==> src/rtl/tsi_pkg.sv <==
package tsi_pkg;

    localparam int BYTE_W    = 8;
    localparam int NUM_LINKS = 2;

    // rotation step inside one channel time
    typedef enum logic [2:0] {
        SL_LOAD0  = 3'd0,
        SL_LOAD1  = 3'd1,
        SL_WIN0   = 3'd2,
        SL_LOOK0  = 3'd3,
        SL_FETCH0 = 3'd4,
        SL_LOOK1  = 3'd5,
        SL_WIN1   = 3'd6,
        SL_FETCH1 = 3'd7
    } slot_e;

    typedef enum logic [1:0] {
        CMD_RD_TAB  = 2'd0,
        CMD_WR_CONN = 2'd1,
        CMD_RD_DATA = 2'd2,
        CMD_WR_MSG  = 2'd3
    } host_cmd_e;

    typedef enum logic [1:0] {
        H_IDLE = 2'd0,
        H_WAIT = 2'd1,
        H_ACK  = 2'd2
    } host_st_e;

    typedef struct packed {
        logic              msg;
        logic [BYTE_W-1:0] val;
    } tab_entry_t;

endpackage

==> src/rtl/tsi_timing.sv <==
module tsi_timing
    import tsi_pkg::*;
#(
    parameter int CH_W        = 5,
    parameter int CLK_PER_BIT = 4
) (
    input  logic            clk,
    input  logic            rst_n,
    input  logic            frame_sync,
    output slot_e           slot,
    output logic [CH_W-1:0] chan,
    output logic            act,
    output logic            smp,
    output logic            shift,
    output logic            last
);

    localparam int PH_W = (CLK_PER_BIT > 1) ? $clog2(CLK_PER_BIT) : 1;
    localparam logic [PH_W-1:0] PH_MAX = PH_W'(CLK_PER_BIT - 1);
    localparam logic [PH_W-1:0] PH_MID = PH_W'(CLK_PER_BIT / 2);

    logic [PH_W-1:0] ph;
    slot_e           slot_nx;

    always_comb begin
        slot_nx = slot;
        unique case (slot)
            SL_LOAD0:  slot_nx = SL_LOAD1;
            SL_LOAD1:  slot_nx = SL_WIN0;
            SL_WIN0:   slot_nx = SL_LOOK0;
            SL_LOOK0:  slot_nx = SL_FETCH0;
            SL_FETCH0: slot_nx = SL_LOOK1;
            SL_LOOK1:  slot_nx = SL_WIN1;
            SL_WIN1:   slot_nx = SL_FETCH1;
            SL_FETCH1: slot_nx = SL_LOAD0;
        endcase
    end

    always_ff @(posedge clk or negedge rst_n) begin
        if (!rst_n) begin
            ph   <= '0;
            slot <= SL_LOAD0;
            chan <= '0;
        end else if (frame_sync) begin
            ph   <= '0;
            slot <= SL_LOAD0;
            chan <= '0;
        end else if (ph == PH_MAX) begin
            ph   <= '0;
            slot <= slot_nx;
            if (slot == SL_FETCH1) chan <= chan + 1'b1;
        end else begin
            ph <= ph + 1'b1;
        end
    end

    always_comb begin
        act   = (ph == '0);
        smp   = (ph == PH_MID);
        shift = (ph == PH_MAX);
        last  = (ph == PH_MAX) && (slot == SL_FETCH1);
    end


    frame_align_chk: assert property (@(posedge clk) disable iff (!rst_n)
        frame_sync |=> (slot == SL_LOAD0 && chan == '0 && act));


    slot_hold_chk: assert property (@(posedge clk) disable iff (!rst_n)
        (!frame_sync && !shift) |=> $stable(slot));

endmodule

==> src/rtl/tsi_rx.sv <==
module tsi_rx
    import tsi_pkg::*;
(
    input  logic              clk,
    input  logic              rst_n,
    input  logic              din,
    input  logic              smp,
    input  logic              last,
    output logic [BYTE_W-1:0] byte_q
);

    logic [BYTE_W-1:0] sh;

    always_ff @(posedge clk or negedge rst_n) begin
        if (!rst_n) begin
            sh     <= '0;
            byte_q <= '0;
        end else begin
            if (smp)  sh     <= {sh[BYTE_W-2:0], din};
            if (last) byte_q <= sh;
        end
    end

endmodule

==> src/rtl/tsi_tx.sv <==
module tsi_tx
    import tsi_pkg::*;
(
    input  logic              clk,
    input  logic              rst_n,
    input  logic              load,
    input  logic              shift,
    input  logic [BYTE_W-1:0] load_byte,
    input  logic              load_oe,
    output logic              dout,
    output logic              oe
);

    logic [BYTE_W-1:0] sh;

    always_ff @(posedge clk or negedge rst_n) begin
        if (!rst_n) begin
            sh <= '0;
            oe <= 1'b0;
        end else if (load) begin
            sh <= load_byte;
            oe <= load_oe;
        end else if (shift) begin
            sh <= {sh[BYTE_W-2:0], 1'b0};
        end
    end

    assign dout = sh[BYTE_W-1];


    oe_boundary_chk: assert property (@(posedge clk) disable iff (!rst_n)
        !$stable(oe) |-> $past(load));

endmodule

==> src/rtl/tsi_host.sv <==
module tsi_host
    import tsi_pkg::*;
#(
    parameter int AW = 6
) (
    input  logic              clk,
    input  logic              rst_n,
    input  logic              req,
    input  logic [1:0]        cmd,
    input  logic [AW-1:0]     addr,
    input  logic [BYTE_W-1:0] wdata,
    input  logic              window,
    output logic              go,
    output logic              ack,
    output host_cmd_e         cmd_q,
    output logic [AW-1:0]     addr_q,
    output logic [BYTE_W-1:0] wdata_q
);

    host_st_e st, st_nx;

    always_comb begin
        st_nx = st;
        unique case (st)
            H_IDLE:  if (req)    st_nx = H_WAIT;
            H_WAIT:  if (window) st_nx = H_ACK;
            H_ACK:               st_nx = H_IDLE;
            default:             st_nx = H_IDLE;
        endcase
    end

    always_ff @(posedge clk or negedge rst_n) begin
        if (!rst_n) begin
            st      <= H_IDLE;
            cmd_q   <= CMD_RD_TAB;
            addr_q  <= '0;
            wdata_q <= '0;
        end else begin
            st <= st_nx;
            if (st == H_IDLE && req) begin
                cmd_q   <= host_cmd_e'(cmd);
                addr_q  <= addr;
                wdata_q <= wdata;
            end
        end
    end

    always_comb begin
        go  = (st == H_WAIT) && window;
        ack = (st == H_ACK);
    end


    ack_pulse_chk: assert property (@(posedge clk) disable iff (!rst_n)
        ack |=> !ack);


    wait_hold_chk: assert property (@(posedge clk) disable iff (!rst_n)
        (st == H_WAIT && !window) |=> (st == H_WAIT));

endmodule

==> src/rtl/tsi_switch.sv <==
module tsi_switch
    import tsi_pkg::*;
#(
    parameter int CH_W        = 5,
    parameter int CLK_PER_BIT = 4
) (
    input  logic        clk,
    input  logic        rst_n,
    input  logic        frame_sync,
    input  logic        sbus_mode,
    input  logic [1:0]  rx_in,
    input  logic [1:0]  sbus_in,
    input  logic        host_req,
    input  logic [1:0]  host_cmd,
    input  logic [5:0]  host_addr,
    input  logic [7:0]  host_wdata,
    output logic        host_ack,
    output logic [7:0]  host_rdata,
    output logic [1:0]  tx_out,
    output logic [1:0]  tx_oe
);

    localparam int AW      = CH_W + 1;
    localparam int NUM_ENT = 1 << AW;
    localparam int SRC_BIT = CH_W;
    localparam int ODE_BIT = CH_W + 1;
    localparam logic [BYTE_W-1:0] TAB_RST = BYTE_W'(1) << ODE_BIT;

    slot_e            slot;
    logic [CH_W-1:0]  chan, prev_ch, next_ch;
    logic             act, smp, shift, last;
    logic             window, host_go, win_link;
    host_cmd_e        h_cmd;
    logic [AW-1:0]    h_addr;
    logic [BYTE_W-1:0] h_wdata;

    logic [BYTE_W-1:0] rx_byte  [NUM_LINKS];
    logic [BYTE_W-1:0] ctl_byte [NUM_LINKS];
    logic [BYTE_W-1:0] fetch_byte [NUM_LINKS];
    logic              fetch_oe   [NUM_LINKS];
    tab_entry_t        look       [NUM_LINKS];

    logic [BYTE_W-1:0] dmem [NUM_ENT];
    tab_entry_t        tab  [NUM_ENT];

    tsi_timing #(.CH_W(CH_W), .CLK_PER_BIT(CLK_PER_BIT)) u_timing (
        .clk(clk), .rst_n(rst_n), .frame_sync(frame_sync),
        .slot(slot), .chan(chan), .act(act), .smp(smp),
        .shift(shift), .last(last)
    );

    assign prev_ch  = chan - 1'b1;
    assign next_ch  = chan + 1'b1;
    assign win_link = (slot == SL_WIN1);
    assign window   = act && (slot == SL_WIN0 || slot == SL_WIN1) && !sbus_mode;

    tsi_host #(.AW(AW)) u_host (
        .clk(clk), .rst_n(rst_n), .req(host_req), .cmd(host_cmd),
        .addr(host_addr), .wdata(host_wdata), .window(window),
        .go(host_go), .ack(host_ack), .cmd_q(h_cmd),
        .addr_q(h_addr), .wdata_q(h_wdata)
    );

    for (genvar g = 0; g < NUM_LINKS; g++) begin : g_link
        tsi_rx u_rx_dat (
            .clk(clk), .rst_n(rst_n), .din(rx_in[g]), .smp(smp),
            .last(last), .byte_q(rx_byte[g])
        );
        tsi_rx u_rx_ctl (
            .clk(clk), .rst_n(rst_n), .din(sbus_in[g]), .smp(smp),
            .last(last), .byte_q(ctl_byte[g])
        );
        tsi_tx u_tx (
            .clk(clk), .rst_n(rst_n), .load(last), .shift(shift),
            .load_byte(fetch_byte[g]), .load_oe(fetch_oe[g]),
            .dout(tx_out[g]), .oe(tx_oe[g])
        );
    end

    // memory rotation: one access step per bit period
    always_ff @(posedge clk or negedge rst_n) begin
        if (!rst_n) begin
            for (int i = 0; i < NUM_ENT; i++) begin
                dmem[i] <= '0;
                tab[i]  <= '{msg: 1'b0, val: TAB_RST};
            end
            for (int k = 0; k < NUM_LINKS; k++) begin
                look[k]       <= '{msg: 1'b0, val: TAB_RST};
                fetch_byte[k] <= '0;
                fetch_oe[k]   <= 1'b0;
            end
            host_rdata <= '0;
        end else if (act) begin
            unique case (slot)
                SL_LOAD0: dmem[{1'b0, prev_ch}] <= rx_byte[0];
                SL_LOAD1: dmem[{1'b1, prev_ch}] <= rx_byte[1];
                SL_WIN0, SL_WIN1: begin
                    if (sbus_mode) begin
                        tab[{win_link, prev_ch}] <= '{msg: 1'b0, val: ctl_byte[win_link]};
                    end else if (host_go) begin
                        unique case (h_cmd)
                            CMD_RD_TAB:  host_rdata   <= tab[h_addr].val;
                            CMD_WR_CONN: tab[h_addr]  <= '{msg: 1'b0, val: h_wdata};
                            CMD_RD_DATA: host_rdata   <= dmem[h_addr];
                            CMD_WR_MSG:  tab[h_addr]  <= '{msg: 1'b1, val: h_wdata};
                        endcase
                    end
                end
                SL_LOOK0: look[0] <= tab[{1'b0, next_ch}];
                SL_LOOK1: look[1] <= tab[{1'b1, next_ch}];
                SL_FETCH0: begin
                    fetch_byte[0] <= look[0].msg ? look[0].val : dmem[look[0].val[SRC_BIT:0]];
                    fetch_oe[0]   <= look[0].msg | ~look[0].val[ODE_BIT];
                end
                SL_FETCH1: begin
                    fetch_byte[1] <= look[1].msg ? look[1].val : dmem[look[1].val[SRC_BIT:0]];
                    fetch_oe[1]   <= look[1].msg | ~look[1].val[ODE_BIT];
                end
            endcase
        end
    end


    no_host_in_sbus_chk: assert property (@(posedge clk) disable iff (!rst_n)
        host_ack |-> !$past(sbus_mode));


    ack_needs_req_chk: assert property (@(posedge clk) disable iff (!rst_n)
        $rose(host_ack) |-> $past(host_req));

endmodule

==> config.mk <==
export PLATFORM = sky130hd
export DESIGN_NAME = tsi_switch
export DESIGN_NICKNAME = d
export VERILOG_FILES = /design/src/rtl/tsi_pkg.sv /design/src/rtl/tsi_timing.sv /design/src/rtl/tsi_rx.sv /design/src/rtl/tsi_tx.sv /design/src/rtl/tsi_host.sv /design/src/rtl/tsi_switch.sv
export SDC_FILE = /design/constraint.sdc
export NUM_CORES = 2
export LEC_CHECK = 0
export BUFFER_PORTS_ARGS = -buffer_cell sky130_fd_sc_hd__buf_4
export CORE_MARGIN = 5
export CORE_UTILIZATION = 39
export CTS_BUF_LIST = sky130_fd_sc_hd__clkbuf_4 sky130_fd_sc_hd__clkbuf_8 sky130_fd_sc_hd__clkbuf_16
export DETAILED_ROUTE_END_ITERATION = 6
export SYNTH_ARGS = -nofsm -noshare
export SYNTH_HDL_FRONTEND = slang
export SYNTH_HIERARCHICAL = 1
export SYNTH_SLANG_ARGS = --single-unit
==> constraint.sdc <==
create_clock -name clk -period 3.71 [get_ports clk]
set_input_delay 0.371 -clock clk [delete_from_list [all_inputs] [get_ports clk]]
set_output_delay 0.371 -clock clk [all_outputs]
set_load 0.02 [all_outputs]
Word-level counts from Yosys, hierarchy flattened
Memories as Yosys holds them, arrays and structs flattened. Cells that the tools add are included.

Latch bits: 0. Output and inout bits: 13. ROM bits: 24. Memory bits (writable): 0. Memories: 1. Register bits after elaboration: 1242.

Memory list: (name not given) (words 8, width 3, rd ports 1, clocked after memory_dff 0, write ports 0, RTL line tsi_timing.sv:27) `unique case (slot)`.

Add/sub/neg operators: 3. Order comparisons: 13. Multiply operators: 0. Reductions and logical operators: 32. Shifts and indexed selects: 0. Div/mod/pow operators: 0. Equality and inequality tests: 16. Multiplexer cells: 55. Bitwise operators: 14.

Operators by type and width (number): $bwmux 576 (3); $mux 576 (2); $pmux 576 s2 (1); $bwmux 512 (2); $pmux 512 s2 (1); $bmux 9 s6 (3); $mux 8 (19); $bmux 8 s6 (3); $demux 9 s6 (2); $demux 8 s6 (2); $ge 7x7->1 const B (8); $mux 9 (6); $not 6->7 (6); $lt 7x1->1 const B (4); $pmux 8 s2 (1); $mux 5 (3); $not 5->7 (2); $reduce_and 2->1 (7); $eq 3x3->1 const B (4); $reduce_bool 2->1 (6); $eq 2x2->1 const B (5); $logic_and 1x1->1 (9); $mux 2 (4); $eq 3x2->1 const B (2); 21 further kinds (28).

Longest topological paths before layout
Word-level depth: 9. Gate-level depth with buffers: 15. Mapped depth without buffers: 10.

Modules after synthesis
The synthesis kept the hierarchy.

Modules (own cells, without submodules): tsi_switch (area each 70832.9 um^2, seq. area each 28409.7 um^2, cells each 5867, instances 1); tsi_rx (area each 663.1 um^2, seq. area each 400.4 um^2, cells each 34, instances 4); tsi_tx (area each 401.6 um^2, seq. area each 225.2 um^2, cells each 36, instances 2); tsi_host (area each 700.7 um^2, seq. area each 450.4 um^2, cells each 41, instances 1); tsi_timing (area each 510.5 um^2, seq. area each 250.2 um^2, cells each 45, instances 1).

Worst setup path after synthesis
OpenSTA, ideal clock, no wires.

Kind: reg-to-reg. From: register u_timing.chan[0]. To: register look[2] in the netlist's numbering. Path buffers: 6. Period minus slack after synthesis: 3.640 ns. Slack: 0.070 ns. Arrival time: 3.507 ns. Setup time: 0.133 ns. Stages on the path, launching flop included: 13. Cell sequence: dfrtp_1 -> buf_2 -> buf_4 -> buf_2 -> inv_1 -> ha_1 -> buf_2 -> buf_2 -> buf_1 -> mux4_2 -> mux4_2 -> mux2i_1 -> o21ai_0.

Word-level cells in the longest chain between the ends: 5.

Ends and longest elaborated chain: from (decl) (RTL line tsi_timing.sv:11) `output logic [CH_W-1:0] chan,`; from (signal assigned) (RTL line tsi_timing.sv:51) `if (slot == SL_FETCH1) chan <= chan + 1'b1;`; $add 5x1->5 (RTL line tsi_switch.sv:53) `assign next_ch = chan + 1'b1;`; $not 6->7 (not written as such) (RTL line tsi_switch.sv:110) `SL_LOOK1: look[1] <= tab[{1'b1, next_ch}];`; $bmux 9 s6 (RTL line tsi_switch.sv:110); $mux 9 (not written as such) (2 in a row) (RTL line tsi_switch.sv:110); to (signal, indexed assignment) (RTL line tsi_switch.sv:88) `look[k] <= '{msg: 1'b0, val: TAB_RST};`; to (decl) (RTL line tsi_switch.sv:41) `tab_entry_t look [NUM_LINKS];`.

Every way passes these cells. The select of a mux whose other input is x is not followed. A chain may end at the register's enable or synchronous reset.

Final worst setup path
From: register u_timing.chan[0]. To: register look[13] in the netlist's numbering.

Word-level cells in the longest chain between the ends: 5.

Ends and longest elaborated chain: $add 5x1->5 (RTL line tsi_switch.sv:53); $not 5->7 (not written as such) (RTL line tsi_switch.sv:109) `SL_LOOK0: look[0] <= tab[{1'b0, next_ch}];`; $bmux 9 s6 (RTL line tsi_switch.sv:109); $mux 9 (not written as such) (2 in a row) (RTL line tsi_switch.sv:109).

Every way passes these cells. The select of a mux whose other input is x is not followed.

==> flow_summary_export.csv <==
group,metric,value,unit
power,irDropWorstVdd,0.513,mV
final_layout,multi_input_area,41500,µm²
critical_path,critPathRequiredTime,4.36,ns
sta,worst_slew_pin_slew,1.36,ns
placement,dp_hpwl,233000,µm
critical_path,critPathLaunchType,"register",
critical_path,cp_slowest_stage_delay,0.64,ns
power,combPwrFrac,17.7,%
logic_synthesis,synth_compound_area_share,13.3,%
logic_synthesis,synth-adder-area-share,0.199,%
critical_path,timing.rr.end,"look[13]$_DFFE_PN0P_",
sta,finClkSkew,0.0416,ns
global_route,antenna_found_initial,19,
power,internal-power,24.5,mW
floorplanning,ios,38,
floorplanning,die_x,450,µm
sta,rsz0062_at_grt,"no",
logic_synthesis,syn-cell-area,75500,µm²
global_route,grt_usage,32.5,%
logic_synthesis,synth_mux_area_share,35.9,%
critical_path,path_max_fanout,23,
sta,max_freq,268,MHz
logic_synthesis,synth_area_leaders,"dfrtp_1, mux2_2, mux4_2, o22ai_1, mux2i_1",
sta,maxSlewViolCount,0,
logic_synthesis,synth.net_count,6198,
routing,viasPerCell,7.15,
critical_path,cp_common_cell,"mux4_2",
routing,drt_iter0_markers,9835,
sta,setup_slack,-0.0229,ns
logic_synthesis,synthSimpleGateAreaFrac,5.17,%
logic_synthesis,synth_top_area_share,39.0,%
power,power.share.clock,42.8,%
final_layout,fill_cells,17600,
min_path,hp-class,"in -> async",
routing,drc,2,
clocking,root_buffer,"clkbuf_16",
status,violations,"design-rule violations, negative setup slack",
critical_path,crit_path_end_kind,"register",
placement,dpl_cell_area,80900,µm²
logic_synthesis,yosys_warnings,6,
power,powerDensity,415,nW/µm²
critical_path,cp_slowest_cell,"mux2i_1",
logic_synthesis,yosysUniqueCellTypes,87,
critical_path,rr_startpoint,"u_timing/chan[0]$_DFFE_PN0P_",
placement,place_inst,8577,
logic_synthesis,yosys.cell_count.top_type,"dfrtp_1",
global_route,gr-total-overflow,0,
final_layout,syn2layout_area_growth,14.1,%
clocking,tritoncts,"done",
power,pwr-share-seq,39.4,%
routing,wl_per_cell,38.3,µm
floorplanning,initial_core_util,39.2,%
logic_synthesis,syn_inst,6161,
global_route,grt_max_degree,142,
clocking,cts_inserted_buffers,144,
logic_synthesis,synth_top_family_by_area,"multiplexers",
critical_path,r2r_slack,-0.02,ns
power,switching_share,31.5,%
sta,hold_viol,0,
routing,vias,63500,
clocking,clock-sinks,1242,
sta,max-slew-margin-rel,9.44,%
floorplanning,row_count,161,
clocking,clk_pin_slew,0.06,ns
clocking,htreeDepth,4,
power,p_switching,11.3,mW
logic_synthesis,synth_edf_count,0,
critical_path,rr_worst_depth,8,
floorplanning,die_area,202000,µm²
flow_run,max-cap-violations,0,
sta,setup_viol,1,
logic_synthesis,synthArstFlopShare,100,%
clocking,clk_latency,0.84,ns
routing,drt-pass1-iter-count,7,
critical_path,crit_type,"reg -> reg",
sta,fin_crit_sh,101,%
final_layout,fin_nets,6257,
logic_synthesis,syn_avg_cell_area,12.3,µm²
placement,io_buffers,37,
final_layout,stdcell_area,86200,µm²
clocking,cts_buffer_depth,3,
logic_synthesis,yosys_register_bits,1242,
routing,antenna_left,0,
final_layout,stdcell_count,8880,
floorplanning,die_y,450,µm
routing,routed_wl,340000,µm
clocking,cts_setup_buffers,0,
final_layout,seq_area,31200,µm²
critical_path,crit_path_cell_trace,"inv_1, ha_4, buf_12, buf_4, mux4_2, mux4_2, mux2i_1, o21ai_0",
logic_synthesis,synth_xor_area_share,0.114,%
sta,fin_crit,3.73,ns
logic_synthesis,yosys.area.top_type,"dfrtp_1",
status,status,"complete, but fails checks",
global_route,grt_pass1_vias,61700,
placement,gp_congestion,1.03,
logic_synthesis,synth-main-ff-cell,"dfrtp_1",
final_layout,drive_above_1_share,42.8,%
floorplanning,core-area,193000,µm²
power,p_leak,35.8,nW
logic_synthesis,synth_common_cells,"dfrtp_1, mux2_2, o22ai_1, mux4_2, clkbuf_1",
critical_path,arrival,4.38,ns
global_route,grt_pass1_wl,479000,µm
logic_synthesis,ys_seq_area_share,41.3,%
[area by class of cell]
type,instances,area share [%]
Clock buffer,208,5.00
Multi-Input combinational cell,4210,48.2
Inverter,82,0.360
Antenna cell,14,0.0407
Sequential cell,1242,36.2
Tap cell,2526,3.67
Clock inverter,58,0.780
Timing Repair Buffer,540,5.74
[critical path: cells and delay by family (launching register included)]
kind / cells / cell delay (ns)
mux: 3 / 1.72
buf+inv: 3 / 0.72
flops: 1 / 0.48
fa+ha+maj: 1 / 0.44
compound gates: 1 / 0.17
[layer usage]
metal | vias to the layer above | routed length (µm) | GRT usage, %
met2 | 5176 | 143000 | 47.1
met1 | 32500 | 121000 | 40.4
met4 | 12 | 31400 | 23.5
met3 | 1415 | 44500 | 11.0
li1 | 24300 | - | -
met5 | - | 66 | 0.118
[timing repair]
item	in CTS	in global routing
endpoints found under the setup margin	1	10
endpoints found under the hold margin	524	0
pin swaps	0	0
resized for setup	1	4
hold buffers	23	0
[flip-flops by register name (all words and copies together), names as in the netlist]
register,count
host_rdata,8
u_timing/chan,5
fetch_byte,16
u_timing/ph,2
look,18
g_link.u_rx_dat/byte_q,16
u_timing/slot,3
g_link.u_tx/sh,16
tab,576
u_host/wdata_q,8
fetch_oe,2
g_link.u_rx_ctl/byte_q,16
g_link.u_tx/oe,2
u_host/st,2
g_link.u_rx_ctl/sh,16
u_host/cmd_q,2
u_host/addr_q,6
g_link.u_rx_dat/sh,16
dmem,512
[metrics by stage]
stage / hold slack [ns] / TNS (ns) / setup WS [ns] / power [mW] / utilization [%]
2_1_floorplan: 0.0754 / 0 / 0.0702 / 16.8 / -
3_3_place_gp: 0.283 / -0.00349 / -0.00349 / 20.2 / 42.0
3_5_place_dp: 0.293 / -0.00313 / -0.00313 / 20.2 / 42.0
4_1_cts: 0.0756 / 0 / 0.0637 / 35.4 / 44.7
5_1_grt: 0.111 / 0 / 0.0253 / 36.2 / 44.7
6_report: 0.0960 / -0.0229 / -0.0229 / 35.7 / 44.7
[power by group through the flow]
stage / sequential, mW / clock [mW] / combinational [mW]
2_1_floorplan: 14.1 / 0 / 2.69
3_3_place_gp: 14.3 / 0 / 5.87
3_5_place_dp: 14.3 / 0 / 5.90
4_1_cts: 14.1 / 15.4 / 5.94
5_1_grt: 14.1 / 15.9 / 6.20
6_report: 14.1 / 15.3 / 6.34
[cell usage in the layout, fill, tap and decap left out, types with 16 or more instances in the layout]
cell	count
dfrtp_1	1164
mux2_2	1150
o22ai_1	638
mux4_2	453
buf_4	450
mux2i_1	292
nand2_1	269
a21oi_1	188
clkbuf_16	148
nor2_1	145
a22oi_1	121
a221oi_1	108
o21ai_0	83
inv_1	76
dfstp_2	66
buf_12	65
mux2_4	64
a31oi_1	50
nand3_1	50
a221o_1	45
a22o_1	42
clkbuf_4	36
nor2_2	33
o21ai_1	33
nand2b_1	30
o22ai_2	30
clkinv_2	30
nand3_2	26
clkbuf_8	24
dlygate4sd3_1	23
a211oi_1	21
nor2b_1	20
o211ai_1	19
and2_1	18
nand2_2	16
[cell families (layout without fill, tap and decap cells)]
kind of cell / after synthesis / in the layout
muxes: 1962 / 1962
AOI/OAI and AO/OA: 1472 / 1472
DFF: 1242 / 1242
and+or+nand+nor: 755 / 755
buffers and inverters: 709 / 888
adders and majority gates: 12 / 12
xor gates and xnor gates: 9 / 9
other: 0 / 14
[how the worst max path moves through the flow]
stage	startpoint	end	slack (ns)	cells after the start
floorplan	u_timing/chan[0]$_DFFE_PN0P_	look[2]$_DFFE_PN0P_	0.07	12
global placement	u_host/addr_q[2]$_DFFE_PN0P_	host_rdata[4]$_DFFE_PN0P_	-0.003	10
detailed placement	u_host/addr_q[2]$_DFFE_PN0P_	host_rdata[4]$_DFFE_PN0P_	-0.003	10
CTS	u_host/addr_q[2]$_DFFE_PN0P_	tab[234]$_DFFE_PN0P_	0.06	7
global route	u_timing/chan[0]$_DFFE_PN0P_	look[13]$_DFFE_PN0P_	0.03	8
finish	u_timing/chan[0]$_DFFE_PN0P_	look[13]$_DFFE_PN0P_	-0.02	8
Power figures use the tool's default switching activity.
